### src/rtl/fpm_pkg.sv
package fpm_pkg;
  typedef enum logic [1:0] {
    CLS_ZERO = 2'd0,
    CLS_NORM = 2'd1,
    CLS_INF  = 2'd2,
    CLS_NAN  = 2'd3
  } opnd_cls_e;
endpackage

### src/rtl/fpm_decode.sv
module fpm_decode
  import fpm_pkg::*;
#(
  parameter int EXP_W  = 8,
  parameter int FRAC_W = 23
) (
  input  logic [EXP_W+FRAC_W:0] opnd,
  output opnd_cls_e             cls,
  output logic                  sgn,
  output logic [EXP_W-1:0]      expf,
  output logic [FRAC_W:0]       sig
);
  logic [FRAC_W-1:0] frac;
  logic exp_ones, exp_zero;

  assign sgn      = opnd[EXP_W+FRAC_W];
  assign expf     = opnd[EXP_W+FRAC_W-1:FRAC_W];
  assign frac     = opnd[FRAC_W-1:0];
  assign exp_ones = &expf;
  assign exp_zero = ~|expf;
  assign sig      = {1'b1, frac};

  always_comb begin
    if (exp_ones)      cls = (frac == '0) ? CLS_INF : CLS_NAN;
    else if (exp_zero) cls = CLS_ZERO;   // subnormals flushed to zero
    else               cls = CLS_NORM;
  end
endmodule

### src/rtl/fpm_round.sv
module fpm_round #(
  parameter int EXP_W  = 8,
  parameter int FRAC_W = 23
) (
  input  logic signed [EXP_W+1:0]      exp_in,
  input  logic [2*(FRAC_W+1)-1:0]      nrm,
  output logic [EXP_W+FRAC_W-1:0]      mag,
  output logic                         ovf,
  output logic                         tiny,
  output logic                         inexact
);
  localparam int SW   = FRAC_W + 1;
  localparam int PW   = 2 * SW;
  localparam int XW   = EXP_W + 2;
  localparam int EMAX = (1 << EXP_W) - 1;

  function automatic logic rne_up(input logic lsb, input logic g, input logic r, input logic s);
    return g & (r | s | lsb);
  endfunction

  logic [XW-1:0]          sh;
  logic [PW-1:0]          shd;
  logic                   lost;
  logic [SW-1:0]          sig;
  logic                   g_bit, r_bit, s_bit, inc, big;
  logic [EXP_W-1:0]       efield;
  logic [EXP_W+FRAC_W-1:0] rounded;

  assign tiny = exp_in[XW-1] | (exp_in == '0);
  assign sh   = tiny ? ({{(XW-1){1'b0}}, 1'b1} - $unsigned(exp_in)) : '0;

  always_comb begin
    if (sh >= XW'(PW)) begin
      shd  = '0;
      lost = |nrm;
    end else begin
      shd  = nrm >> sh;
      lost = |(nrm & ~({PW{1'b1}} << sh));
    end
  end

  assign sig     = shd[PW-1 -: SW];
  assign g_bit   = shd[PW-SW-1];
  assign r_bit   = shd[PW-SW-2];
  assign s_bit   = (|shd[PW-SW-3:0]) | lost;
  assign inc     = rne_up(sig[0], g_bit, r_bit, s_bit);
  assign inexact = g_bit | r_bit | s_bit;
  assign big     = !tiny && (exp_in[XW-2:0] >= (XW-1)'(EMAX));
  assign efield  = tiny ? '0 : exp_in[EXP_W-1:0];
  // carry out of the fraction lands in the exponent field: renormalize for free
  assign rounded = {efield, sig[FRAC_W-1:0]} + (EXP_W+FRAC_W)'(inc);
  assign ovf     = big | (&rounded[EXP_W+FRAC_W-1:FRAC_W]);
  assign mag     = ovf ? {{EXP_W{1'b1}}, {FRAC_W{1'b0}}} : rounded;
endmodule

### src/rtl/fpmul_sp.sv
module fpmul_sp
  import fpm_pkg::*;
#(
  parameter int EXP_W  = 8,
  parameter int FRAC_W = 23
) (
  input  logic                    clk,
  input  logic                    rst_n,
  input  logic                    in_valid,
  input  logic [EXP_W+FRAC_W:0]   op_a,
  input  logic [EXP_W+FRAC_W:0]   op_b,
  output logic                    out_valid,
  output logic [EXP_W+FRAC_W:0]   product,
  output logic                    ovf_flag,
  output logic                    unf_flag
);
  localparam int W    = 1 + EXP_W + FRAC_W;
  localparam int SW   = FRAC_W + 1;
  localparam int PW   = 2 * SW;
  localparam int XW   = EXP_W + 2;
  localparam int BIAS = (1 << (EXP_W - 1)) - 1;
  localparam logic [W-2:0] INF_MAG = {{EXP_W{1'b1}}, {FRAC_W{1'b0}}};
  localparam logic [W-1:0] QNAN    = {1'b0, {EXP_W{1'b1}}, 1'b1, {(FRAC_W-1){1'b0}}};

  function automatic logic [PW-1:0] sig_mul(input logic [SW-1:0] x, input logic [SW-1:0] y);
    return PW'(x) * PW'(y);
  endfunction

  function automatic logic signed [XW-1:0] exp_add(input logic [EXP_W-1:0] x,
                                                   input logic [EXP_W-1:0] y,
                                                   input logic carry);
    return XW'(x) + XW'(y) - XW'(BIAS) + XW'(carry);
  endfunction

  opnd_cls_e          cls_a, cls_b;
  logic               sgn_a, sgn_b, sgn_x;
  logic [EXP_W-1:0]   exp_a, exp_b;
  logic [SW-1:0]      sig_a, sig_b;

  fpm_decode #(.EXP_W(EXP_W), .FRAC_W(FRAC_W)) u_dec_a (
    .opnd(op_a), .cls(cls_a), .sgn(sgn_a), .expf(exp_a), .sig(sig_a));
  fpm_decode #(.EXP_W(EXP_W), .FRAC_W(FRAC_W)) u_dec_b (
    .opnd(op_b), .cls(cls_b), .sgn(sgn_b), .expf(exp_b), .sig(sig_b));

  logic [PW-1:0]          sig_prod, sig_nrm;
  logic                   prod_hi;
  logic signed [XW-1:0]   exp_adj;
  logic [W-2:0]           fin_mag;
  logic                   fin_ovf, fin_tiny, fin_inexact;

  assign sgn_x    = sgn_a ^ sgn_b;
  assign sig_prod = sig_mul(sig_a, sig_b);
  assign prod_hi  = sig_prod[PW-1];
  assign sig_nrm  = prod_hi ? sig_prod : (sig_prod << 1);
  assign exp_adj  = exp_add(exp_a, exp_b, prod_hi);

  fpm_round #(.EXP_W(EXP_W), .FRAC_W(FRAC_W)) u_rnd (
    .exp_in(exp_adj), .nrm(sig_nrm), .mag(fin_mag),
    .ovf(fin_ovf), .tiny(fin_tiny), .inexact(fin_inexact));

  // named events for the checker
  logic hit_nan, hit_inf, hit_zero, fin_path;
  assign hit_nan  = (cls_a == CLS_NAN) || (cls_b == CLS_NAN) ||
                    ((cls_a == CLS_INF) && (cls_b == CLS_ZERO)) ||
                    ((cls_a == CLS_ZERO) && (cls_b == CLS_INF));
  assign hit_inf  = !hit_nan && ((cls_a == CLS_INF) || (cls_b == CLS_INF));
  assign hit_zero = !hit_nan && !hit_inf && ((cls_a == CLS_ZERO) || (cls_b == CLS_ZERO));
  assign fin_path = !hit_nan && !hit_inf && !hit_zero;

  logic [W-1:0] res_d;
  logic         ovf_d, unf_d;

  always_comb begin
    ovf_d = 1'b0;
    unf_d = 1'b0;
    if (hit_nan)       res_d = QNAN;
    else if (hit_inf)  res_d = {sgn_x, INF_MAG};
    else if (hit_zero) res_d = {sgn_x, {(W-1){1'b0}}};
    else begin
      res_d = {sgn_x, fin_mag};
      ovf_d = fin_ovf;
      unf_d = fin_tiny & fin_inexact & ~fin_ovf;
    end
  end

  always_ff @(posedge clk or negedge rst_n) begin
    if (!rst_n) begin
      out_valid <= 1'b0;
      product   <= '0;
      ovf_flag  <= 1'b0;
      unf_flag  <= 1'b0;
    end else begin
      out_valid <= in_valid;
      if (in_valid) begin
        product  <= res_d;
        ovf_flag <= ovf_d;
        unf_flag <= unf_d;
      end
    end
  end
endmodule

### config.mk
export PLATFORM = sky130hd
export DESIGN_NAME = fpmul_sp
export DESIGN_NICKNAME = d
export VERILOG_FILES = /design/src/rtl/fpm_pkg.sv /design/src/rtl/fpm_decode.sv /design/src/rtl/fpm_round.sv /design/src/rtl/fpmul_sp.sv
export SDC_FILE = /design/constraint.sdc
export NUM_CORES = 2
export LEC_CHECK = 0
export BUFFER_PORTS_ARGS = -buffer_cell sky130_fd_sc_hd__buf_2
export CORE_ASPECT_RATIO = 0.8
export CORE_MARGIN = 3
export CORE_UTILIZATION = 50
export CTS_CLUSTER_SIZE = 16
export DETAILED_ROUTE_END_ITERATION = 7
export PLACE_DENSITY = 0.67
export SLEW_MARGIN = 20
export SYNTH_ARGS = -nofsm -noshare
export SYNTH_HDL_FRONTEND = slang
export SYNTH_SLANG_ARGS = --single-unit
### constraint.sdc
create_clock -name clk -period 0.9 [get_ports clk]
set_input_delay 0.045 -clock clk [delete_from_list [all_inputs] [get_ports clk]]
set_output_delay 0.045 -clock clk [all_outputs]
set_load 0.05 [all_outputs]
==> run summary <==
The flow ran to the end, but the final reports show violations. The final reports fail on negative setup slack. Remaining global-route overflow: 0.

The overall fraction of global-route tracks in use came out at 38.0%. The maximum count of clock buffers along a single path is 2. TritonCTS built the clock tree.

Summing every instance area after synthesis gives 27,600 um^2. STA puts the critical path data required time at 1.07 ns. For this run, the number of Yosys warnings is 0. The final HPWL from detailed placement is 93.1 mm. The number of nets handed over by synthesis was 4,223.

The clock tree root driver cell is sky130_fd_sc_hd__clkbuf_16. Once detail routing completed, the nets flagged for antenna violations numbered 0. The TritonCTS buffer count was 5; the total of max-cap violations was 0. The tools report the via count of the first global-routing pass as 29,800.

In the final design database the tool counted 5,101 nets. The count of cells in the finished layout, fillers not included, comes to 5,063. The slowest stage of the critical path belongs to the cell sky130_fd_sc_hd__fa_1. The run gives 0.29 ns as the clock latency at the later pin of the worst-skew pair. Clock skew on the completed layout was measured at 0 ns.

The placeable core area was 54,200 um^2; the floorplan die width was 269 um. The floorplan step defined a die boundary enclosing 58,200 um^2. For this configuration, the core starts out at a cell density of 51.0%. Subtracting the final worst setup slack from the clock period gives 11.22 ns. The tools report the end point of the critical path as product[14]. After floorplanning, the core was divided into 76 placement rows.

Counting stages on the worst path, the most repeated cell is sky130_fd_sc_hd__buf_4. The biggest area contributor in the post-synthesis netlist is sky130_fd_sc_hd__fa_1. Most used standard cell by instance count after synthesis: sky130_fd_sc_hd__inv_1. The arrival time at the worst endpoint is 11.38 ns.

The largest single stage delay on the critical path is 0.54 ns. The endpoint of the worst register-to-register path was product[22]. The wire length per cell came out at 21.6 um. Setup violations remaining at the end of the flow were counted as 46.

Sequential elements use 3.17% of the synthesized area. After technology mapping, the gate count stands at 3,482. The weighted congestion at the end of routability-driven global placement is 1.04.

The tools report the final worst setup slack as -10.32 ns. In the routed layout, each cell is associated on average with a via count of 5.83. Pin placement for this block handled 102 I/O pins. The largest driver fanout on the critical path was 10.

Type of destination of the critical path: a flop. For this design, the sink count on the clock tree is 35. The final count of pins violating max slew was 0. The critical register-to-register path startpoint is product[22].

In the finished design, the share of the clock period the worst path needs comes to 1250%. The run gives 4,511 as the final-layout fill cell count. The fraction of synthesis flops using an asynchronous set or reset pin is 100%.

The commonest cells after synthesis are sky130_fd_sc_hd__inv_1, sky130_fd_sc_hd__fa_1, sky130_fd_sc_hd__nand2_1. Once layout is done, the placed cells without fillers occupy 37,400 um^2. The number of vias after detailed routing is 29,500, and the number of distinct library cells after synthesis is 113. The area of all sequential standard cells was 877 um^2. For the pin with the worst max-slew slack, the measured transition is 0.929 ns. After the first detailed-routing iteration, the DRC count stood at 3,295.

The total detailed-routing wirelength is 110 mm. The setup slack on the worst flop-to-flop path is 0.13 ns. The number of antenna violations at the first check in global routing was 1. The run gives 171 mm as the wire length of the first global-routing pass. Multi-input combinational cell area: 24,700 um^2. The quantity of I/O buffers inserted on ports is 101. In the synthesized netlist the dominant register cell turns out to be sky130_fd_sc_hd__dfrtp_1. The worst pin sits at a relative slew slack of 38.0%.

The proportion of layout cells with a drive suffix above 1 is 30.0%. The area share of the largest cell type after synthesis was 35.0%; the area added between synthesis and finish was 35.4%. The launching element type of the critical path is an input pin. The antenna cell count was 0; the highest achievable clock rate was 89.2 MHz.

The number of placed instances, taps included, is 5,019. For this run, the detailed router's first-pass iteration total came to 6. The number of hold violations in the final report came out at 0. In this run, synthesis inferred 0 flip-flops with an integrated enable. In this run the cell area measured after placement is 36,000 um^2. The clock transition at the register clock pins on the worst setup and hold paths after CTS is 0.06 ns. The die height came out at 216 um. The H-tree depth reported by CTS is 2. The tools report the origin of the worst setup path as op_b[13]. Setup repair after global routing could not meet its margin everywhere.

Summed over all failing endpoints, the final setup total negative slack is -336.74 ns. Entering global routing, the biggest net connects 74 pins. The post-detailed-route DRC marker count came out at 0. The type of the worst setup path is input pin to flop. The cell depth of the worst flop-to-flop path is 2.

The type of the worst min-delay path is input pin to flop. The number of register bits inferred by synthesis is 35. Yosys attributes the largest share of cell area to sky130_fd_sc_hd__fa_1, sky130_fd_sc_hd__ha_1, sky130_fd_sc_hd__inv_1, sky130_fd_sc_hd__nand2_1, sky130_fd_sc_hd__and2_1. The average footprint of a synthesized cell was 7.94 um^2.
## critical path, delay by kind of cell
| family | cells | cell delay (ns) |
|---|---|---|
| compound gates | 11 | 2.65 |
| xor+xnor | 1 | 0.14 |
| fa+ha+maj | 10 | 4.16 |
| buf+inv | 17 | 2.26 |
| simple gates | 14 | 2.07 |
## registers in the layout, summed over array words and instances, names as in the netlist
name,flops
out_valid,1
ovf_flag,1
product,32
unf_flag,1
## per-stage QoR
step / worst slack, ns / hold slack (ns) / util, %
finish: -10.32 / 0.0752 / 69.0
global route: -10.67 / 0.0878 / 69.0
CTS: -10.26 / 0.0487 / 68.0
detailed placement: -10.88 / 0.0229 / 66.4
global placement: -10.61 / 0.0141 / 66.4
floorplan: -10.73 / -0.251 / -
## routing by layer
| layer | wire length, um | GRT usage (%) | up-vias |
|---|---|---|---|
| met3 | 13700 | 11.5 | 203 |
| li1 | - | - | 13200 |
| met1 | 48400 | 56.9 | 14600 |
| met4 | 2670 | 7.54 | 0 |
| met2 | 44800 | 54.1 | 1499 |
| met5 | 0 | 0 | - |
## cell type report
class                      instances  area share, %
timing repair buffer            1068           22.8
sequential                        35           2.34
inverter                         609           6.15
clock inverter                     1         0.0134
multi-input combinational       2641           66.0
tap                              702           2.35
clock buffer                       7          0.354
## worst min-delay path by stage
stage	depth (start not counted)	start	to
final	4	op_a[31]	product[31]
after global routing	4	op_a[31]	product[31]
after CTS	4	op_a[31]	product[31]
after detailed placement	2	rst_n	product[10]
after global placement	2	rst_n	product[10]
after floorplan	0	rst_n	out_valid
## timing repair
item,4_1_cts,5_1_grt
gates cloned,2,1
hold buffers,1,0
endpoints found under the setup margin,69,59
pin swaps,38,52
hold endpoints to repair,35,0
resized for setup,147,91
buffers inserted,22,13
## logic make-up after synthesis
kind of cell / Yosys count / share of synthesized area [%]
multiplexers: 33 / 1.29
AO/OA/AOI/OAI: 598 / 15.7
buffers and inverters: 806 / 11.3
flip-flops: 35 / 3.17
AND/OR/NAND/NOR: 1267 / 22.7
XOR/XNOR: 68 / 2.21
adder cells (fa/ha/maj): 675 / 43.7
## placed cells by master, fill, tap and decap left out, types with 53 or more instances in the layout
| master | Yosys | final |
|---|---|---|
| sky130_fd_sc_hd__nor3_1 | 59 | 53 |
| sky130_fd_sc_hd__a21oi_1 | 128 | 113 |
| sky130_fd_sc_hd__inv_1 | 605 | 599 |
| sky130_fd_sc_hd__and2_1 | 234 | 226 |
| sky130_fd_sc_hd__buf_6 | 4 | 58 |
| sky130_fd_sc_hd__nand3_1 | 72 | 69 |
| sky130_fd_sc_hd__o21ai_0 | 76 | 70 |
| sky130_fd_sc_hd__fa_1 | 483 | 468 |
| sky130_fd_sc_hd__nand2_1 | 462 | 455 |
| sky130_fd_sc_hd__ha_1 | 191 | 174 |
| sky130_fd_sc_hd__nor2_1 | 216 | 206 |
| sky130_fd_sc_hd__nand4_1 | 55 | 55 |
| sky130_fd_sc_hd__buf_4 | 6 | 938 |
Power is left out: the tool's default activity adds up to more than one toggle a clock period on the data nets, which glitch-free logic cannot reach.
